File: src/rtl/i2cb_pkg.sv
`timescale 1ns/1ps
package i2cb_pkg;
    typedef enum logic [2:0] {
        S_IDLE, S_ADDR, S_AACK, S_RX, S_WACK, S_TX, S_RACK
    } bus_state_e;

    localparam logic [7:0] IX_ID   = 8'h00;
    localparam logic [7:0] IX_SCR  = 8'h01;
    localparam logic [7:0] IX_TRIG = 8'h02;
    localparam logic [7:0] IX_STAT = 8'h03;
    localparam logic [7:0] IX_RPTR = 8'h04;
    localparam logic [7:0] IX_RDAT = 8'h05;
    localparam logic [7:0] IX_EPTR = 8'h06;
    localparam logic [7:0] IX_EDAT = 8'h07;
endpackage

File: src/rtl/i2cb_line_sync.sv
`timescale 1ns/1ps
module i2cb_line_sync #(
    parameter int STAGES = 2
) (
    input  logic clk,
    input  logic rst_n,
    input  logic scl_i,
    input  logic sda_i,
    output logic scl_s,
    output logic sda_s,
    output logic scl_rise,
    output logic scl_fall,
    output logic start_det,
    output logic stop_det
);
    localparam int DEPTH = STAGES + 1;

    logic [1:0] pin_in;
    logic [1:0] now_v;
    logic [1:0] prev_v;

    assign pin_in = {scl_i, sda_i};

    // one synchroniser chain per line; the extra stage holds the previous value
    for (genvar g = 0; g < 2; g++) begin : g_line
        logic [DEPTH-1:0] chain;
        always_ff @(posedge clk or negedge rst_n) begin
            if (!rst_n) chain <= '1;
            else        chain <= {chain[DEPTH-2:0], pin_in[g]};
        end
        assign now_v[g]  = chain[STAGES-1];
        assign prev_v[g] = chain[STAGES];
    end

    assign scl_s     = now_v[1];
    assign sda_s     = now_v[0];
    assign scl_rise  = now_v[1] & ~prev_v[1];
    assign scl_fall  = ~now_v[1] & prev_v[1];
    assign start_det = now_v[1] & prev_v[1] & prev_v[0] & ~now_v[0];
    assign stop_det  = now_v[1] & prev_v[1] & ~prev_v[0] & now_v[0];
endmodule

File: src/rtl/i2cb_reg_bank.sv
`timescale 1ns/1ps
module i2cb_reg_bank
    import i2cb_pkg::*;
#(
    parameter logic [7:0] ID_VALUE  = 8'hA5,
    parameter int         RAM_DEPTH = 16,
    parameter int         EE_ROWS   = 4,
    parameter int         EE_COLS   = 6,
    parameter int         NUM_EV    = 3
) (
    input  logic              clk,
    input  logic              rst_n,
    input  logic              idx_wr,
    input  logic              dat_wr,
    input  logic              rd_fetch,
    input  logic [7:0]        rx_byte,
    input  logic [NUM_EV-1:0] ev_i,
    output logic [7:0]        rd_byte,
    output logic              int_o
);
    localparam int RAM_AW = $clog2(RAM_DEPTH);
    localparam int EE_RW  = $clog2(EE_ROWS);
    localparam int EE_CW  = $clog2(EE_COLS);
    localparam int EE_N   = EE_ROWS * EE_COLS;
    localparam int EE_AW  = $clog2(EE_N);

    logic [7:0]        index;
    logic [7:0]        scratch;
    logic [NUM_EV:0]   status;
    logic [RAM_AW-1:0] ram_ptr;
    logic [EE_RW-1:0]  ee_row;
    logic [EE_CW-1:0]  ee_col;
    logic [7:0]        ram_mem [RAM_DEPTH];
    logic [7:0]        ee_mem  [EE_N];

    logic              is_port, xfer, ee_valid, sw_ev, stat_clr;
    logic [EE_AW-1:0]  ee_addr;
    logic [7:0]        ee_ptr_rd;

    always_comb begin
        is_port   = (index == IX_RDAT) || (index == IX_EDAT);
        xfer      = dat_wr || rd_fetch;
        ee_valid  = int'(ee_col) < EE_COLS;
        ee_addr   = EE_AW'(int'(ee_row) * EE_COLS + int'(ee_col));
        ee_ptr_rd = 8'(ee_col) | (8'(ee_row) << 4);
        sw_ev     = dat_wr && (index == IX_TRIG) && rx_byte[0];
        stat_clr  = rd_fetch && (index == IX_STAT);
    end

    always_comb begin
        case (index)
            IX_ID:   rd_byte = ID_VALUE;
            IX_SCR:  rd_byte = scratch;
            IX_STAT: rd_byte = 8'(status);
            IX_RPTR: rd_byte = 8'(ram_ptr);
            IX_RDAT: rd_byte = ram_mem[ram_ptr];
            IX_EPTR: rd_byte = ee_ptr_rd;
            IX_EDAT: rd_byte = ee_valid ? ee_mem[ee_addr] : 8'h00;
            default: rd_byte = 8'h00;
        endcase
    end

    always_ff @(posedge clk or negedge rst_n) begin
        if (!rst_n) begin
            index   <= '0;
            scratch <= '0;
            status  <= '0;
            ram_ptr <= '0;
            ee_row  <= '0;
            ee_col  <= '0;
        end else begin
            status <= (stat_clr ? '0 : status) | {sw_ev, ev_i};
            if (idx_wr) begin
                index <= rx_byte;
            end else if (xfer) begin
                if (!is_port) index <= index + 8'd1;
                if (dat_wr && index == IX_SCR)  scratch <= rx_byte;
                if (dat_wr && index == IX_RPTR) ram_ptr <= rx_byte[RAM_AW-1:0];
                if (dat_wr && index == IX_EPTR) begin
                    ee_col <= rx_byte[EE_CW-1:0];
                    ee_row <= rx_byte[4 +: EE_RW];
                end
                if (index == IX_RDAT) ram_ptr <= ram_ptr + 1'b1;
                if (index == IX_EDAT) begin
                    if (ee_col == EE_CW'(EE_COLS - 1)) begin
                        ee_col <= '0;
                        ee_row <= (ee_row == EE_RW'(EE_ROWS - 1)) ? '0 : ee_row + 1'b1;
                    end else begin
                        ee_col <= ee_col + 1'b1;
                    end
                end
            end
        end
    end

    always_ff @(posedge clk) begin
        if (dat_wr && index == IX_RDAT) ram_mem[ram_ptr] <= rx_byte;
        if (dat_wr && index == IX_EDAT && ee_valid) ee_mem[ee_addr] <= rx_byte;
    end

    assign int_o = |status;

    assert_port_idx_hold_R6: assert property (@(posedge clk) disable iff (!rst_n)
        (xfer && !idx_wr && is_port) |=> (index == $past(index)));
    assert_ram_ptr_step_R6: assert property (@(posedge clk) disable iff (!rst_n)
        (xfer && !idx_wr && index == IX_RDAT) |=> (ram_ptr == $past(ram_ptr) + 1'b1));
    assert_ee_col_wrap_R7: assert property (@(posedge clk) disable iff (!rst_n)
        (xfer && !idx_wr && index == IX_EDAT && ee_col == EE_CW'(EE_COLS - 1)) |=> (ee_col == '0));
    assert_event_int_R10: assert property (@(posedge clk) disable iff (!rst_n)
        (|ev_i) |=> int_o);
    assert_clear_drop_R11: assert property (@(posedge clk) disable iff (!rst_n)
        (stat_clr && !(|ev_i) && !sw_ev) |=> !int_o);
endmodule

File: src/rtl/i2c_index_bridge.sv
`timescale 1ns/1ps
module i2c_index_bridge
    import i2cb_pkg::*;
#(
    parameter logic [6:0] SLAVE_ADDR = 7'h2A,
    parameter logic [7:0] ID_VALUE   = 8'hA5,
    parameter int         RAM_DEPTH  = 16,
    parameter int         EE_ROWS    = 4,
    parameter int         EE_COLS    = 6,
    parameter int         NUM_EV     = 3
) (
    input  logic              clk,
    input  logic              rst_n,
    input  logic              scl_i,
    input  logic              sda_i,
    output logic              sda_oe_o,
    input  logic [NUM_EV-1:0] ev_i,
    output logic              int_o
);
    bus_state_e state;
    logic [7:0] shreg, txsh, rd_byte;
    logic [3:0] bcnt;
    logic       rw, first_byte;
    logic       scl_s, sda_s, scl_rise, scl_fall, start_det, stop_det;
    logic       byte_done, idx_wr, dat_wr, rd_fetch;

    i2cb_line_sync #(.STAGES(2)) u_sync (
        .clk(clk), .rst_n(rst_n), .scl_i(scl_i), .sda_i(sda_i),
        .scl_s(scl_s), .sda_s(sda_s), .scl_rise(scl_rise), .scl_fall(scl_fall),
        .start_det(start_det), .stop_det(stop_det)
    );

    i2cb_reg_bank #(
        .ID_VALUE(ID_VALUE), .RAM_DEPTH(RAM_DEPTH), .EE_ROWS(EE_ROWS),
        .EE_COLS(EE_COLS), .NUM_EV(NUM_EV)
    ) u_bank (
        .clk(clk), .rst_n(rst_n), .idx_wr(idx_wr), .dat_wr(dat_wr),
        .rd_fetch(rd_fetch), .rx_byte(shreg), .ev_i(ev_i),
        .rd_byte(rd_byte), .int_o(int_o)
    );

    assign byte_done = (bcnt == 4'd8) && scl_fall;

    // state register and shift datapath
    always_ff @(posedge clk or negedge rst_n) begin
        if (!rst_n) begin
            state      <= S_IDLE;
            shreg      <= '0;
            txsh       <= '0;
            bcnt       <= '0;
            rw         <= 1'b0;
            first_byte <= 1'b0;
        end else if (start_det) begin
            state <= S_ADDR;
            bcnt  <= '0;
        end else if (stop_det) begin
            state <= S_IDLE;
        end else begin
            unique case (state)
                S_IDLE: ;
                S_ADDR, S_RX: begin
                    if (scl_rise) begin
                        shreg <= {shreg[6:0], sda_s};
                        bcnt  <= bcnt + 4'd1;
                    end else if (byte_done) begin
                        if (state == S_RX) begin
                            state      <= S_WACK;
                            first_byte <= 1'b0;
                        end else if (shreg[7:1] == SLAVE_ADDR) begin
                            rw    <= shreg[0];
                            state <= S_AACK;
                        end else begin
                            state <= S_IDLE;
                        end
                    end
                end
                S_AACK: if (scl_fall) begin
                    bcnt <= '0;
                    if (rw) begin
                        txsh  <= rd_byte;
                        state <= S_TX;
                    end else begin
                        first_byte <= 1'b1;
                        state      <= S_RX;
                    end
                end
                S_WACK: if (scl_fall) begin
                    bcnt  <= '0;
                    state <= S_RX;
                end
                S_TX: if (scl_fall) begin
                    if (bcnt == 4'd7) begin
                        bcnt  <= '0;
                        state <= S_RACK;
                    end else begin
                        txsh <= {txsh[6:0], 1'b0};
                        bcnt <= bcnt + 4'd1;
                    end
                end
                S_RACK: begin
                    if (scl_rise && sda_s) begin
                        state <= S_IDLE;
                    end else if (scl_fall) begin
                        txsh  <= rd_byte;
                        bcnt  <= '0;
                        state <= S_TX;
                    end
                end
                default: state <= S_IDLE;
            endcase
        end
    end

    // outputs and strobes
    always_comb begin
        sda_oe_o = (state == S_AACK) || (state == S_WACK) || (state == S_TX && !txsh[7]);
        idx_wr   = (state == S_RX) && byte_done && first_byte;
        dat_wr   = (state == S_RX) && byte_done && !first_byte;
        rd_fetch = ((state == S_AACK) && rw && scl_fall) || ((state == S_RACK) && scl_fall);
    end

    assert_start_addr_R1: assert property (@(posedge clk) disable iff (!rst_n)
        start_det |=> (state == S_ADDR));
    assert_stop_release_R1: assert property (@(posedge clk) disable iff (!rst_n)
        stop_det |=> (state == S_IDLE && !sda_oe_o));
    assert_mismatch_silent_R2: assert property (@(posedge clk) disable iff (!rst_n)
        (state == S_ADDR && byte_done && shreg[7:1] != SLAVE_ADDR && !start_det && !stop_det)
        |=> !sda_oe_o);
    assert_nack_release_R12: assert property (@(posedge clk) disable iff (!rst_n)
        (state == S_RACK && scl_rise && sda_s && !start_det && !stop_det) |=> !sda_oe_o);
endmodule

File: config.mk
export PLATFORM = sky130hd
export DESIGN_NAME = i2c_index_bridge
export DESIGN_NICKNAME = d
export VERILOG_FILES = /design/src/rtl/i2cb_pkg.sv /design/src/rtl/i2cb_line_sync.sv /design/src/rtl/i2cb_reg_bank.sv /design/src/rtl/i2c_index_bridge.sv
export SDC_FILE = /design/constraint.sdc
export NUM_CORES = 1
export LEC_CHECK = 0
export BUFFER_PORTS_ARGS = -buffer_cell sky130_fd_sc_hd__buf_2
export CORE_AREA = 2 2 170 172
export CTS_BUF_LIST = sky130_fd_sc_hd__clkbuf_8
export DETAILED_ROUTE_END_ITERATION = 8
export DIE_AREA = 0 0 172 174
export PLACE_DENSITY = 0.87
export SETUP_SLACK_MARGIN = 0.1
export SKIP_LAST_GASP = 1
export SYNTH_ARGS = -nofsm -noshare
export SYNTH_HDL_FRONTEND = slang
export SYNTH_SLANG_ARGS = --single-unit
File: constraint.sdc
create_clock -name clk -period 3.15 [get_ports clk]
set_clock_uncertainty 0.15 [all_clocks]
set_input_delay 0.1575 -clock clk [delete_from_list [all_inputs] [get_ports clk]]
set_output_delay 0.1575 -clock clk [all_outputs]
set_load 0.005 [all_outputs]
# After elaboration in Yosys (flattened, before gate mapping)
# Memories as Yosys holds them, arrays and structs flattened.
# Cells that the tools add are included.
# W data, S select, Z words.
[classes]
n_addsub = 6
mul = 1
order_cmp = 1
n_eq_ne = 41
n_mux = 54
bitwise = 18
n_reduce_logical = 47
[op_table]
columns = ["operator", "n"]
rows = [
  ["$mux W8", 10],
  ["$pmux W8 S7", 1],
  ["$mux W3", 15],
  ["$mux W4", 10],
  ["$eq A8 B3 Y1 const B", 4],
  ["$ne A2 B2 Y1 const B", 12],
  ["$ne A4 B4 Y1 const B", 6],
  ["$pmux W8 S3", 1],
  ["$logic_and A1 B1 Y1", 18],
  ["$pmux W3 S6", 1],
  ["$eq A8 B2 Y1 const B", 2],
  ["$pmux W4 S4", 1],
  ["$reduce_and A8 Y1", 2],
  ["$eq A3 B3 Y1 const B", 4],
  ["$ne A3 B3 Y1 const B", 4],
  ["$mux W2", 5],
  ["$mux W1", 9],
  ["$not A1 Y1", 9],
  ["$reduce_and A3 Y1", 3],
  ["$reduce_and A9 Y1", 1],
  ["$add A4 B1 Y4 const B", 2],
  ["$add A8 B1 Y8 const B", 1],
  ["$eq A8 B1 Y1 const B", 1],
  ["$logic_not A8 Y1", 1],
  ["other kinds (28)", 45],
]
[word_totals]
ff_bits = 60
ram_bits = 320
input_bits = 7
output_inout_bits = 2
wordCells = 184
mem_count = 2
[mem_list]
columns = ["name", "words", "width", "read_ports", "rd_clocked_by_memory_dff", "write_ports", "line", "text"]
rows = [
  ["u_bank.ee_mem", 24, 8, 1, 0, 1, "i2cb_reg_bank.sv:34", "logic [7:0] ee_mem [EE_N];"],
  ["u_bank.ram_mem", 16, 8, 1, 0, 1, "i2cb_reg_bank.sv:33", "logic [7:0] ram_mem [RAM_DEPTH];"],
]

# Depth between registers and ports, before layout
[logic_depth]
ltp_word = 9
depth_mapped = 11
mapped_depth_nobuf = 10

# Hierarchy
# From an unflattened synthesis, not the netlist that was laid out.
[unflattened]
cells_unflattened = 966
area_unflattened_um2 = 16238.1
[modules_own_cells]
columns = ["mod", "n_inst", "cells_each", "area_each_um2", "seq_area_each_um2"]
rows = [
  ["i2cb_reg_bank", 1, 813, 14585.2, 10334.9],
  ["i2c_index_bridge", 1, 143, 1462.7, 625.6],
  ["i2cb_line_sync", 1, 10, 190.2, 157.7],
]

# Worst setup path before layout
# OpenSTA, ideal clock, no wires.
[synth_path]
path_type = "register -> register"
start = "reg u_bank.ee_row[0]"
end = "mem u_bank.ee_mem[0][0] (enable)"
setup_ns = 0.370
arrival_ns = 2.934
required_ns = 2.630
path_slack_ns = -0.305
stages_incl_launch_ff = 10
path_buffers = 4
synth_period_minus_slack_ns = 3.455
path_cell_list = "dfrtp_1 > inv_1 > ha_1 > fa_1 > buf_6 > clkbuf_1 > buf_1 > clkbuf_1 > nand2_1 > nor2_1"
[synth_between]
elab_chain_cells = 2
[synth_rtl]
columns = ["item", "line", "text"]
rows = [
  ["from (decl)", "i2cb_reg_bank.sv:31", "logic [EE_RW-1:0] ee_row;"],
  ["from (signal assigned)", "i2cb_reg_bank.sv:81", "ee_row <= rx_byte[4 +: EE_RW];"],
  ["from (signal assigned)", "i2cb_reg_bank.sv:87", "ee_row <= (ee_row == EE_RW'(EE_ROWS - 1)) ? '0 : ee_row + 1'b1;"],
  ["$mul A2 B2 Y4", "i2cb_reg_bank.sv:44", "ee_addr = EE_AW'(int'(ee_row) * EE_COLS + int'(ee_col));"],
  ["$add A5 B4 Y5", "i2cb_reg_bank.sv:44", ""],
  ["to (decl)", "i2cb_reg_bank.sv:34", ""],
]
# No other way between the ends.

# Worst setup path in the final report
[layout_path]
start = "reg u_bank.ee_row[0]"
end = "reg txsh[0]"
[layout_between]
elab_chain_cells = 8
word_cells_on_any_way = 10
cone_classes = "1 x add/sub; 1 x mul; 7 x mux; 1 x memory"
[layout_rtl]
columns = ["item", "line", "text"]
rows = [
  ["$mul A2 B2 Y4 *", "i2cb_reg_bank.sv:44", ""],
  ["$add A5 B4 Y5 *", "i2cb_reg_bank.sv:44", ""],
  ["$mem_v2 Z24 W8 *", "n/a", ""],
  ["$mux W8 *", "i2cb_reg_bank.sv:58", "IX_EDAT: rd_byte = ee_valid ? ee_mem[ee_addr] : 8'h00;"],
  ["$pmux W8 S7 *", "i2cb_reg_bank.sv:51", "case (index)"],
  ["$mux W8 (on tied branches)", "i2c_index_bridge.sv:103, i2c_index_bridge.sv:79", ""],
  ["$mux W8 (on tied branches)", "i2c_index_bridge.sv:101, i2c_index_bridge.sv:77", ""],
  ["$pmux W8 S3 *", "i2c_index_bridge.sv:59", "unique case (state)"],
  ["to (signal assigned)", "i2c_index_bridge.sv:80", "txsh <= rd_byte;"],
  ["to (signal assigned)", "i2c_index_bridge.sv:96", "txsh <= {txsh[6:0], 1'b0};"],
  ["to (signal assigned)", "i2c_index_bridge.sv:104", "txsh <= rd_byte;"],
  ["to (decl)", "i2c_index_bridge.sv:21", "logic [7:0] shreg, txsh, rd_byte;"],
]
# Every way passes the cells marked *; elsewhere a longest branch is shown, timed or not. The select of a mux whose other input is x is not followed.
# A chain may end at the register's enable or synchronous reset.

==> reports/results.ini <==
[cts]
clk_latency_ns=0.60
cts_tree=yes
cts.clk_slew.worst_paths_ns=0.07
clock-root-buffer=clkbuf_8
clk_path_buf_depth=3
cts_made_buffers=56
clock_sinks=380
h-tree-depth=2

[synth]
ys_ff_latch=380
synth_cells=996
ys_types=81
synth_area_sq_mm=0.0163
synth_nets=1019
yosysTopAreaCellShare_pct=59.0
synth_common_cells=320 x edfxtp_1, 71 x mux4_2, 56 x nand2_1
ys_async_sr_fraction_pct=15.8
yosys_warnings=0
yosys-top-cells-area=edfxtp_1 59%, mux4_2 9.8%, dfrtp_1 8.3%
yosysSeqAreaShare_pct=68.3
avgSynthCellArea_sq_um=16.3
synthFlopType=edfxtp_1
yosysMostFrequentCell=edfxtp_1
synth_edf_count=320
yosysTopAreaCell=edfxtp_1

[worst_setup_path]
worstSetupEndpointType=flip-flop
critPathArrivalTime_ns=3.37
crit_type=reg2reg
critPathMaxFanout=6
cp-start-kind=flip-flop
critPathRequiredTime_ns=3.50

[finish]
instances_no_fill=1522
diodes=0
nets=1117
drive_gt1_share_pct=25.1
syn2layout_area_growth_pct=12.3
fillCellCount=1859

[grt]
antenna_found_initial=0
grt_usage_pct=24.3
grt_pass1_vias=9947
grt_max_degree=47
grt-ovfl-total=0
grt_pass1_wl_microns=55100

[floorplan]
core_area_sq_mm=0.0282
ios=9
die_y_microns=174
start_util_pct=57.6
die-area_sq_mm=0.0299
fp.dieW_microns=172
fp-row-count=62

[detailed_routing]
wl_per_cell_microns=23.3
ant_nets=0
postRouteWirelength_microns=35500
viasPerCell=6.30
vias=9591
drc_errors=0
firstDrtPassIters=5
drt_iter0_drc=975

[power_and_ir_drop]
powerDensity_mw_per_mm2=592
net-switching-power_mw=2.73
clockPowerShare_pct=32.7
combPwrFrac_pct=9.3
p_seq_share_pct=58.0
p_int_mw=8.08
leakage_nw=6.32
irDropWorstVdd_uv=483
netSwitchingFraction_pct=25.3

[placed_design]
port_buffers=8
placedCellCount=1408
dpl.hpwl_microns=22600
gp_congestion=0.914

[worst_hold_path]
min_path_type=in2reg

[flow_run]
drv_cap=0

[sta]
relSlewSlack_pct=48.4
slew_violations=0
finalHoldViolations=0
min_period_over_period_pct=95.7
finalSetupViolations=0
tightest_slew_ns=0.773
final.setup.tns_ns=0
period_needed_ns=3.01
rsz0062_at_grt=true
fmax_mhz=332

[outcome]
outcome=finished, final reports clean

[flip-flops by register name, summed over array words and instances (netlist names), 6 cells and up]
name	cells
u_bank.ee_mem	192
u_bank.ram_mem	128
shreg	8
txsh	8
u_bank.index	8
u_bank.scratch	8
u_sync.g_line.chain	6
[layout make-up]
type / instances / area (sq um) / area share (%)
clock buffers: 57 / 785 / 4.29
clock inverters: 45 / 216 / 1.18
inverters: 19 / 71.3 / 0.390
multi-input cells: 545 / 4860 / 26.6
flip-flops and latches: 380 / 11100 / 60.8
well taps: 384 / 480 / 2.63
repair buffers: 92 / 751 / 4.11
[stage by stage]
step           util (%)  hold WS (ns)  area (sq um)  power, mW  worst slack [ns]
6_report           64.8        0.0688         18300       10.8             0.136
4_1_cts            64.5        0.0576         18200       10.9             0.102
5_1_grt            64.8        0.0850         18300       11.2          -0.00622
3_3_place_gp       60.6        0.0712         17100       7.29             0.197
2_1_floorplan         -        -0.288         16300       6.83            0.0234
3_5_place_dp       60.6        0.0737         17100       7.37            0.0876
[worst max-delay path, cell delays in order (launching register included)]
cell	delay, ns
dfrtp_1	0.40
inv_1	0.07
ha_1	0.31
inv_1	0.07
ha_1	0.27
a21oi_1	0.25
xnor2_1	0.25
o22a_2	0.32
o22ai_1	0.14
a2111o_1	0.44
a221oi_2	0.24
[layout by cell type, fill, tap and decap left out, types with 4 or more instances in the layout]
cell type,netlist,routed
clkbuf_8,2,57
clkinv_1,1,15
clkinv_2,0,4
nand3_1,24,24
a211oi_1,6,6
nor2_1,48,37
nand2_1,56,56
and2_1,21,19
nand3b_1,8,8
a21o_1,8,8
mux2_2,20,20
o211ai_1,4,4
dfrtp_1,54,52
nand2b_1,8,8
o22ai_1,6,6
nor3_1,16,16
dfstp_2,6,6
a31oi_1,9,9
buf_4,8,71
buf_2,13,8
buf_12,0,5
dlygate4sd3_1,0,7
nor4_1,4,4
a221oi_1,8,7
a22oi_1,16,16
a21oi_1,35,35
ha_1,15,14
nor2_2,0,8
mux2i_1,36,36
mux4_2,71,71
nor2b_1,7,7
edfxtp_1,320,320
o21ai_0,37,37
inv_1,18,41
[routing by layer]
metal  track usage [%]  wire length (microns)  vias to the layer above
met5                 0                      0                        -
met1              32.4                  13600                     4784
met4              10.4                   1420                        0
met3              4.26                   2760                      126
met2              39.8                  17700                      516
li1                  -                      -                     4165
[final timing paths]
check                                     startpoint                         to  slack, ns  cells past startpoint
max                                 u_bank.ee_row[0]                    txsh[0]       0.14                     10
max in group asynchronous                      rst_n  u_sync.g_line[1].chain[0]       1.93                      4
min                                            scl_i  u_sync.g_line[1].chain[0]       0.07                      2
max reg2reg                         u_bank.ee_row[0]                    txsh[0]       0.14                     10
min in group asynchronous                      rst_n                   shreg[6]       0.46                      4
min reg2reg                u_sync.g_line[1].chain[0]  u_sync.g_line[1].chain[1]       0.21                      0
[timing repair]
action                     CTS  global route
buffers inserted             2             2
hold endpoints to repair    33             0
hold buffers                 8             0
pin swaps                    1             2
gates resized for setup      0             8
setup endpoints to repair    1           126
[cells by family after synthesis]
family	count (synthesis)	share of synthesized area [%]
mux	127	13.4
simple gates	227	7.37
fa+ha+maj	16	1.28
flops	380	68.3
compound gates	168	6.96
xor+xnor	7	0.377
buf+inv	71	2.28
[power by group through the flow]
stage | logic [mW] | registers [mW] | clock network, mW
after CTS | 1.02 | 6.26 | 3.58
after global placement | 0.940 | 6.35 | 0
final | 1.01 | 6.27 | 3.54
after global routing | 1.11 | 6.29 | 3.78
after floorplan | 0.273 | 6.55 | 0
after detailed placement | 1.00 | 6.37 | 0
Power figures use the tool's default switching activity.
